--- config.mk ---
export PLATFORM = sky130hd
export DESIGN_NAME = interval_counter
export DESIGN_NICKNAME = d
export VERILOG_FILES = /design/src/rtl/interval_counter_pkg.sv /design/src/rtl/ic_mode_decode.sv /design/src/rtl/ic_phase_fsm.sv /design/src/rtl/ic_readback.sv /design/src/rtl/interval_counter.sv
export SDC_FILE = /design/constraint.sdc
export NUM_CORES = 1
export LEC_CHECK = 0
export ABC_AREA = 1
export BUFFER_PORTS_ARGS = -buffer_cell sky130_fd_sc_hd__buf_4
export CAP_MARGIN = 20
export CORE_MARGIN = 4
export CORE_UTILIZATION = 63
export CTS_CLUSTER_DIAMETER = 80
export DETAILED_ROUTE_END_ITERATION = 7
export GPL_ROUTABILITY_DRIVEN = 0
export GPL_TIMING_DRIVEN = 0
export HOLD_SLACK_MARGIN = 0.03
export PLACE_DENSITY_LB_ADDON = 0.1
export SLEW_MARGIN = 10
export SYNTH_ARGS = -nofsm -noshare
export SYNTH_HDL_FRONTEND = slang
export SYNTH_SLANG_ARGS = --single-unit
--- constraint.sdc ---
create_clock -name clk -period 3.7 [get_ports clk]
set_input_delay 0.185 -clock clk [delete_from_list [all_inputs] [get_ports clk]]
set_output_delay 0.185 -clock clk [all_outputs]
set_load 0.05 [all_outputs]
--- src/rtl/interval_counter_pkg.sv ---
`timescale 1ns/1ps
package interval_counter_pkg;

    typedef enum logic [1:0] {
        ST_IDLE,
        ST_COUNT,
        ST_EXPIRED,
        ST_PERIODIC
    } chan_state_e;

    typedef enum logic [2:0] {
        MD_TERMINAL     = 3'd0,
        MD_ONESHOT      = 3'd1,
        MD_RATE         = 3'd2,
        MD_SQUARE       = 3'd3,
        MD_SOFT_STROBE  = 3'd4,
        MD_GATED_STROBE = 3'd5
    } chan_mode_e;

endpackage

--- src/rtl/ic_mode_decode.sv ---
`timescale 1ns/1ps
module ic_mode_decode
    import interval_counter_pkg::*;
(
    input  logic [2:0]  mode_raw,
    output chan_mode_e  mode_eff,
    output logic        oneshot,
    output logic        gate_pauses,
    output logic        gate_restarts
);

    // Codes 6 and 7 fold onto the two periodic modes.
    always_comb begin
        mode_eff = chan_mode_e'(mode_raw[1] ? {1'b0, mode_raw[1:0]} : mode_raw);
    end

    always_comb begin
        oneshot       = 1'b1;
        gate_pauses   = 1'b0;
        gate_restarts = 1'b1;
        case (mode_eff)
            MD_TERMINAL:     begin gate_pauses = 1'b1; gate_restarts = 1'b0; end
            MD_SOFT_STROBE:  begin gate_pauses = 1'b1; gate_restarts = 1'b0; end
            MD_RATE:         oneshot = 1'b0;
            MD_SQUARE:       oneshot = 1'b0;
            default:         ;
        endcase
    end

endmodule

--- src/rtl/ic_phase_fsm.sv ---
`timescale 1ns/1ps
module ic_phase_fsm
    import interval_counter_pkg::*;
#(
    parameter int CNT_W = 16
) (
    input  logic              clk,
    input  logic              rst_n,
    input  logic              restart,
    input  logic              step,
    input  logic              oneshot,
    input  logic [CNT_W:0]    n_period,
    output chan_state_e       state,
    output logic [CNT_W:0]    elapsed
);

    localparam int FULL_W = CNT_W + 1;
    localparam logic [FULL_W-1:0] EL_MAX = '1;

    chan_state_e       state_d;
    logic [FULL_W-1:0] el_d;
    logic [FULL_W-1:0] el_inc;

    assign el_inc = elapsed + FULL_W'(1);

    // State register
    always_ff @(posedge clk) begin
        if (!rst_n) begin
            state   <= ST_IDLE;
            elapsed <= '0;
        end else begin
            state   <= state_d;
            elapsed <= el_d;
        end
    end

    // Next state and elapsed-tick tracking
    always_comb begin
        state_d = state;
        el_d    = elapsed;
        if (restart) begin
            state_d = ST_COUNT;
            el_d    = '0;
        end else if (step) begin
            unique case (state)
                ST_IDLE: ;
                ST_COUNT: begin
                    if (oneshot) begin
                        el_d = el_inc;
                        if (el_inc == n_period) state_d = ST_EXPIRED;
                    end else if (el_inc == n_period) begin
                        el_d    = '0;
                        state_d = ST_PERIODIC;
                    end else begin
                        el_d = el_inc;
                    end
                end
                ST_EXPIRED: begin
                    el_d = (elapsed == EL_MAX) ? elapsed : el_inc;
                end
                ST_PERIODIC: begin
                    el_d = (el_inc == n_period) ? '0 : el_inc;
                end
            endcase
        end
    end

    AST_PHASE_BELOW_PERIOD: assert property (@(posedge clk) disable iff (!rst_n)
        (!oneshot && state != ST_IDLE) |-> (elapsed < n_period));

    AST_EXPIRED_STAYS: assert property (@(posedge clk) disable iff (!rst_n)
        (state == ST_EXPIRED && !restart) |=> (state == ST_EXPIRED));

endmodule

--- src/rtl/ic_readback.sv ---
`timescale 1ns/1ps
module ic_readback
    import interval_counter_pkg::*;
#(
    parameter int CNT_W = 16
) (
    input  logic              clk,
    input  logic              rst_n,
    input  logic              restart,
    input  logic              step,
    input  logic              active,
    input  chan_mode_e        mode_eff,
    input  logic [CNT_W:0]    n_start,
    input  logic [CNT_W:0]    n_period,
    output logic [CNT_W-1:0]  count
);

    localparam int FULL_W = CNT_W + 1;

    logic [FULL_W-1:0] rd_q;
    logic [FULL_W-1:0] rd_d;
    logic [FULL_W-1:0] dec1;

    assign dec1  = rd_q - FULL_W'(1);
    assign count = rd_q[CNT_W-1:0];

    always_comb begin
        rd_d = rd_q;
        if (restart) begin
            rd_d = n_start;
        end else if (step) begin
            case (mode_eff)
                MD_RATE:   rd_d = (rd_q == FULL_W'(1)) ? n_period : dec1;
                MD_SQUARE: begin
                    if (n_period == FULL_W'(1))
                        rd_d = rd_q;
                    else if (rd_q > FULL_W'(2))
                        rd_d = rd_q - FULL_W'(2);
                    else
                        rd_d = rd_q + n_period - FULL_W'(2);
                end
                default:   rd_d = {1'b0, dec1[CNT_W-1:0]};
            endcase
        end
    end

    always_ff @(posedge clk) begin
        if (!rst_n) rd_q <= '0;
        else        rd_q <= rd_d;
    end

    AST_PERIODIC_COUNT_RANGE: assert property (@(posedge clk) disable iff (!rst_n)
        (active && (mode_eff == MD_RATE || mode_eff == MD_SQUARE))
            |-> (rd_q != '0 && rd_q <= n_period));

endmodule

--- src/rtl/interval_counter.sv ---
`timescale 1ns/1ps
module interval_counter
    import interval_counter_pkg::*;
#(
    parameter int CNT_W = 16
) (
    input  logic              clk,
    input  logic              rst_n,
    input  logic              tick_en,
    input  logic              gate,
    input  logic              load_en,
    input  logic [CNT_W-1:0]  load_value,
    input  logic [2:0]        load_mode,
    output logic [CNT_W-1:0]  count_value,
    output logic              out,
    output logic              out_rise_irq
);

    localparam int FULL_W = CNT_W + 1;
    localparam logic [FULL_W-1:0] ZERO_SUB = FULL_W'(1) << CNT_W;

    logic [FULL_W-1:0] n_q;
    logic [FULL_W-1:0] n_new;
    logic [FULL_W-1:0] n_start;
    logic [FULL_W-1:0] half_w;
    logic [FULL_W-1:0] elapsed;
    logic [2:0]        mode_q;
    logic              gate_d;
    logic              out_d;
    chan_mode_e        mode_eff;
    chan_state_e       state;
    logic              oneshot, gate_pauses, gate_restarts;
    logic              loaded, gate_rise, retrig, restart, step;

    assign n_new     = (load_value == '0) ? ZERO_SUB : {1'b0, load_value};
    assign n_start   = load_en ? n_new : n_q;
    assign half_w    = (n_q + FULL_W'(1)) >> 1;
    assign loaded    = (state != ST_IDLE);
    assign gate_rise = gate & ~gate_d;
    assign retrig    = !load_en && loaded && gate_rise && gate_restarts;
    assign restart   = load_en | retrig;
    assign step      = !restart && loaded && tick_en && (gate || !gate_pauses);

    always_ff @(posedge clk) begin
        if (!rst_n) begin
            n_q    <= '0;
            mode_q <= '0;
            gate_d <= 1'b0;
            out_d  <= 1'b0;
        end else begin
            gate_d <= gate;
            out_d  <= out;
            if (load_en) begin
                n_q    <= n_new;
                mode_q <= load_mode;
            end
        end
    end

    ic_mode_decode u_decode (
        .mode_raw      (mode_q),
        .mode_eff      (mode_eff),
        .oneshot       (oneshot),
        .gate_pauses   (gate_pauses),
        .gate_restarts (gate_restarts)
    );

    ic_phase_fsm #(.CNT_W(CNT_W)) u_fsm (
        .clk      (clk),
        .rst_n    (rst_n),
        .restart  (restart),
        .step     (step),
        .oneshot  (oneshot),
        .n_period (n_q),
        .state    (state),
        .elapsed  (elapsed)
    );

    ic_readback #(.CNT_W(CNT_W)) u_readback (
        .clk      (clk),
        .rst_n    (rst_n),
        .restart  (restart),
        .step     (step),
        .active   (loaded),
        .mode_eff (mode_eff),
        .n_start  (n_start),
        .n_period (n_q),
        .count    (count_value)
    );

    // Output decode per state and mode
    always_comb begin
        out = 1'b0;
        unique case (state)
            ST_IDLE:  out = 1'b0;
            ST_COUNT: begin
                case (mode_eff)
                    MD_RATE:   out = 1'b1;
                    MD_SQUARE: out = (elapsed < half_w);
                    default:   out = 1'b0;
                endcase
            end
            ST_EXPIRED: begin
                case (mode_eff)
                    MD_TERMINAL, MD_ONESHOT:         out = 1'b1;
                    MD_SOFT_STROBE, MD_GATED_STROBE: out = (elapsed == n_q);
                    default:                         out = 1'b0;
                endcase
            end
            ST_PERIODIC: begin
                case (mode_eff)
                    MD_RATE:   out = (elapsed != '0);
                    MD_SQUARE: out = (elapsed < half_w);
                    default:   out = 1'b0;
                endcase
            end
        endcase
    end

    assign out_rise_irq = out & ~out_d;

    AST_IRQ_SINGLE_CYCLE: assert property (@(posedge clk) disable iff (!rst_n)
        out_rise_irq |=> !out_rise_irq);

    AST_PAUSE_HOLDS_COUNT: assert property (@(posedge clk) disable iff (!rst_n)
        (loaded && gate_pauses && !gate && !load_en) |=> $stable(count_value));

endmodule

# Yosys cells after proc, flatten, opt, wreduce, memory -nomap -nowiden
# Cells that the tools add are included.
[op_classes]
magnitude_cmp = 2
add_sub_neg = 6
n_reduce_logical = 28
n_bitwise = 6
eq_ne = 15
mux = 25
[ops]
columns = ["cell", "count"]
rows = [
  ["2-to-1 mux 17 bit", 10],
  ["case mux 17 bit (3 select lines)", 1],
  ["adder 17 x 1 -> 17 bit, second input constant", 2],
  ["equality test 17 x 1 -> 1 bit, second input constant", 2],
  ["equality test 17 bit", 2],
  ["case mux 17 bit (2 select lines)", 1],
  ["subtractor 17 x 2 -> 17 bit, second input constant", 2],
  ["adder 17 bit", 1],
  ["equality test 17 bit, second input constant", 1],
  ["greater-than comparator 17 x 2 -> 1 bit, second input constant", 1],
  ["less-than comparator 17 x 16 -> 1 bit", 1],
  ["nonzero test 17 bit", 1],
  ["subtractor 17 x 1 -> 17 bit, second input constant", 1],
  ["logical NOT 16 bit", 1],
  ["OR reduction 2 bit", 5],
  ["AND reduction 3 bit", 3],
  ["nonzero test 2 bit", 4],
  ["equality test 3 x 2 -> 1 bit, second input constant", 2],
  ["equality test 3 bit, second input constant", 2],
  ["logical AND 1 bit", 6],
  ["2-to-1 mux 2 bit", 3],
  ["case mux 1 bit (2 select lines)", 3],
  ["2-to-1 mux 1 bit", 5],
  ["equality test 2 bit, second input constant", 2],
  ["15 further kinds", 20],
]
[totals]
out_inout_bits = 18
reg_bits = 58

# Longest topological paths before layout
[depth]
word_depth = 12
ltp_mapped = 21
depth_no_buf = 20

# Modules after synthesis
# Synthesis repeated with hierarchy kept, for this count alone.
[hier_totals]
hier_cells = 1306
area_unflattened_um2 = 7414.6
[by_module_without_submodules]
columns = ["module", "area_per_inst_um2", "instances", "cells_each", "seq_area_each_um2"]
rows = [
  ["ic_readback", 3622.2, 1, 677, 340.3],
  ["interval_counter", 1930.6, 1, 310, 440.4],
  ["ic_phase_fsm", 1821.7, 1, 311, 380.4],
  ["ic_mode_decode", 40.0, 1, 8, 0.0],
]

# Least setup slack after synthesis
# OpenSTA, ideal clock, no wires.
[synth_path]
path_kind = "reg-to-output"
from = "reg n_q[1]"
to = "out out_rise_irq"
required_time_ns = 3.515
path_stages_with_launch = 19
arrival_time_ns = 3.171
slack_ns = 0.344
path_cell_list = "dfxtp_1 -> ha_1 -> nand3_1 -> nor3_2 -> nand2_1 -> nor2_1 -> inv_1 -> nor3_1 -> nand3_1 -> nor3_2 -> xor2_1 -> ha_1 -> nand4_1 -> a21oi_1 -> nor4_1 -> nand3_1 -> nand2_1 -> nand3_1 -> nor2_1"
[synth_via]
elab_chain_len = 5
[synth_lines]
columns = ["element", "line_no", "text"]
rows = [
  ["start: declaration", "interval_counter.sv:22", "logic [FULL_W-1:0] n_q;"],
  ["start signal: assignment", "interval_counter.sv:54", "n_q <= n_new;"],
  ["adder 17 x 1 -> 17 bit", "interval_counter.sv:37", "assign half_w = (n_q + FULL_W'(1)) >> 1;"],
  ["less-than comparator 17 x 16 -> 1 bit", "interval_counter.sv:99, interval_counter.sv:113", ""],
  ["case mux 1 bit (2 select lines), on equally long branches", "interval_counter.sv:111, interval_counter.sv:97", ""],
  ["case mux 1 bit (4 select lines) (*)", "interval_counter.sv:94", "unique case (state)"],
  ["bitwise AND 1 bit (*)", "interval_counter.sv:120", "assign out_rise_irq = out & ~out_d;"],
  ["end: declaration", "interval_counter.sv:16", "output logic out_rise_irq"],
]
# Every way passes the cells marked *; elsewhere a longest branch is shown, timed or not.

# Final worst setup path
[layout_path]
from = "reg n_q[5]"
to = "out out_rise_irq"
# The elaborated chain is that of the path after synthesis.

==> flow_summary.ini <==
[outcome]
status = complete, but fails checks
violations = negative setup slack

[final_layout]
fill_cells = 842
final_nets = 1219
final_cell_mix = 256 x nand2_1, 133 x inv_1, 129 x nor2_1, 72 x buf_4, 67 x nand3_1
final_cells = 1276
diodes = 0
final_common_cell = nand2_1
drive_gt1_share_pct = 15.2
area_growth_pct = 15.6

[critical_path]
worst-path-max-fanout = 6
crit_path_end_kind = primary output
critPathRequiredTime_ns = 3.51
ff2ff_path_depth = 21
worstSetupStartpointType = flop
cp.arrival_ns = 3.53
worstSetupPathType = flop to primary output

[logic_synthesis]
async_reset_ff_share_pct = 0
netlist.area_leader.share_pct = 17.8
synth-edff-count = 0
synthFlopType = dfxtp_1
synthCells = 1069
ys_types = 45
syn_area_um2 = 6540
synth-seq-cells = 58
ys_seq_area_share_pct = 17.8
netlist_top_cells_area = dfxtp_1 18%, nand2_1 15%, ha_1 11%, inv_1 7.9%, xor2_1 7.8%
ys_warn_count = 0
yosysTopAreaCell = dfxtp_1
syn-num-nets = 1150
avgSynthCellArea_um2 = 6.12

[global_routing]
grt_pass1_wl_mm = 32.7
grt_pass1_vias = 7027
overflow = 0
track_usage_pct = 34.8
grt_max_degree = 11
antenna_found_initial = 0

[route]
ant_nets = 0
drt_iter0_drc = 750
highest_layer = met4
wl_met3_mm = 1.80
drt_wl_total_mm = 21.1
first_pass_iters = 6
via_count = 7351
wl_met1_mm = 8.05
drc = 0
via_per_inst = 5.76
wl_per_cell_um = 16.5
dr_wl_met2_mm = 9.81

[place]
placedCellCount = 1242
port_buffers = 40
post-dp-hpwl_mm = 16.1

[sta]
fmax_mhz = 269
worst_pin_slew_ns = 0.667
setup_viol_count_final = 1
rsz0062_at_grt = yes
skew_ns = 0.0172
slew_headroom_pct = 55.3
fin_tns_setup_ns = -0.0167
post-route-period-util_pct = 100
drv_slew = 0
fin_ws_ns = -0.0167
period_needed_ns = 3.72
finalHoldViolCount = 0

[pwr]
swShare_pct = 41.2
p_comb_share_pct = 42.5
seqPwrFrac_pct = 28.4
clock_power_share_pct = 29.1
p_leak_uw = 0.00369
internal_power_uw = 1460
powerDensity_nw_per_um2 = 329
ir_drop_v = 0.000194
p_switching_uw = 1020

[clocking]
cts_tree = built
clk_latency_ns = 0.38
cts.clk_slew.worst_paths_ns = 0.07
cts_buffers = 9
htreeDepth = 3
clock_path_buffers = 2
cts.sinks = 58
cts_root_buf = clkbuf_8

[floorplan]
io_pins = 42
initial_core_util_pct = 65.7
fp.dieW_um = 110
die_area_um2 = 12100
die_h_um = 110
fp.coreArea_um2 = 9950
rows = 36

[worst_hold_path]
hold_path_depth = 3
hp-class = input pin to flop

[run]
cap_violations = 0
[through the flow]
step / area (um^2) / hold WS, ns / power, uW / util, % / setup WS [ns]
CTS: 7420 / 0.0414 / 2440 / 74.6 / -0.0638
global route: 7560 / 0.0565 / 2610 / 75.9 / -0.136
global placement: 7010 / 0.401 / 1710 / 70.4 / -0.0866
floorplan: 6540 / 0.278 / 1470 / - / 0.344
finish: 7560 / 0.0392 / 2480 / 75.9 / -0.0167
detailed placement: 7010 / 0.409 / 1730 / 70.4 / -0.114
[metal layers]
layer | track usage [%] | vias up
met4 | 24.8 | 0
met3 | 5.11 | 115
met2 | 59.5 | 402
li1 | - | 3575
met5 | 0 | -
met1 | 39.4 | 3259
[layout make-up]
cell class	instances	area (um^2)	area share, %
clock inverters	4	72.6	0.960
clock buffers	12	165	2.19
multi-input cells	827	4730	62.6
plain buffers	38	240	3.18
well taps	133	166	2.20
flip-flops and latches	58	1180	15.6
inverters	146	552	7.30
repair buffers	58	450	5.96
[registers in the layout, summed over array words and instances (netlist names)]
register	flops
u_fsm.state	2
gate_d	1
mode_q	3
u_readback.rd_q	17
u_fsm.elapsed	17
n_q	17
out_d	1
[power groups by stage]
stage / clock network, uW / logic, uW / registers, uW
after floorplan: 0 / 772 / 700
after global placement: 0 / 993 / 716
after detailed placement: 0 / 1010 / 716
after CTS: 708 / 1030 / 702
after global routing: 731 / 1180 / 708
final: 724 / 1060 / 705
[path summary, 6_finish.rpt]
check,start,to,slack (ns)
hold / removal,gate,gate_d$_SDFF_PN0_,0.04
hold reg to reg,u_fsm.state[0]$_SDFFE_PN0P_,u_fsm.state[0]$_SDFFE_PN0P_,0.50
setup / recovery,n_q[5]$_SDFF_PN0_,out_rise_irq,-0.02
setup reg to reg,u_fsm.elapsed[0]$_SDFFE_PP0P_,u_fsm.elapsed[6]$_SDFFE_PP0P_,0.16
[critical path: stages (launching register included)]
cell	delay (ns)
dfxtp_2	0.42
inv_2	0.13
nor3_4	0.23
nand2_1	0.11
nor2_2	0.17
inv_2	0.06
nor3_2	0.18
nand3_2	0.12
nor3_2	0.16
xor2_1	0.18
ha_1	0.26
nand4_1	0.14
buf_4	0.15
nor2_4	0.04
o2111ai_1	0.09
nand3_1	0.13
nand2_1	0.11
nand3_2	0.15
nor2_2	0.15
buf_6	0.17
[cell families (layout without fill, tap and decap cells)]
logic type,count (synthesis),after routing,share of synthesized area [%]
and+or+nand+nor,551,551,37.3
AOI/OAI and AO/OA,146,146,12.2
adders and majority gates,57,57,11.0
xor gates and xnor gates,73,73,9.78
DFF,58,58,17.8
buffers and inverters,184,258,12.0
[repair_timing]
action / 4_1_cts / 5_1_grt
hold buffers: 0 / 0
pin swaps: 16 / 13
resized for setup: 31 / 16
setup endpoints to repair: 12 / 17
buffers inserted: 9 / 9
[cells in the mapped netlist, drive strengths merged (19+ instances only)]
master / n
dfxtp: 58
inv: 142
nand3: 76
ha: 56
buf: 24
a21oi: 65
nor3: 21
nand4: 19
xor2: 58
nand2: 264
o21ai: 57
nor2: 157
No activity file was read; power rests on OpenSTA's default activity.
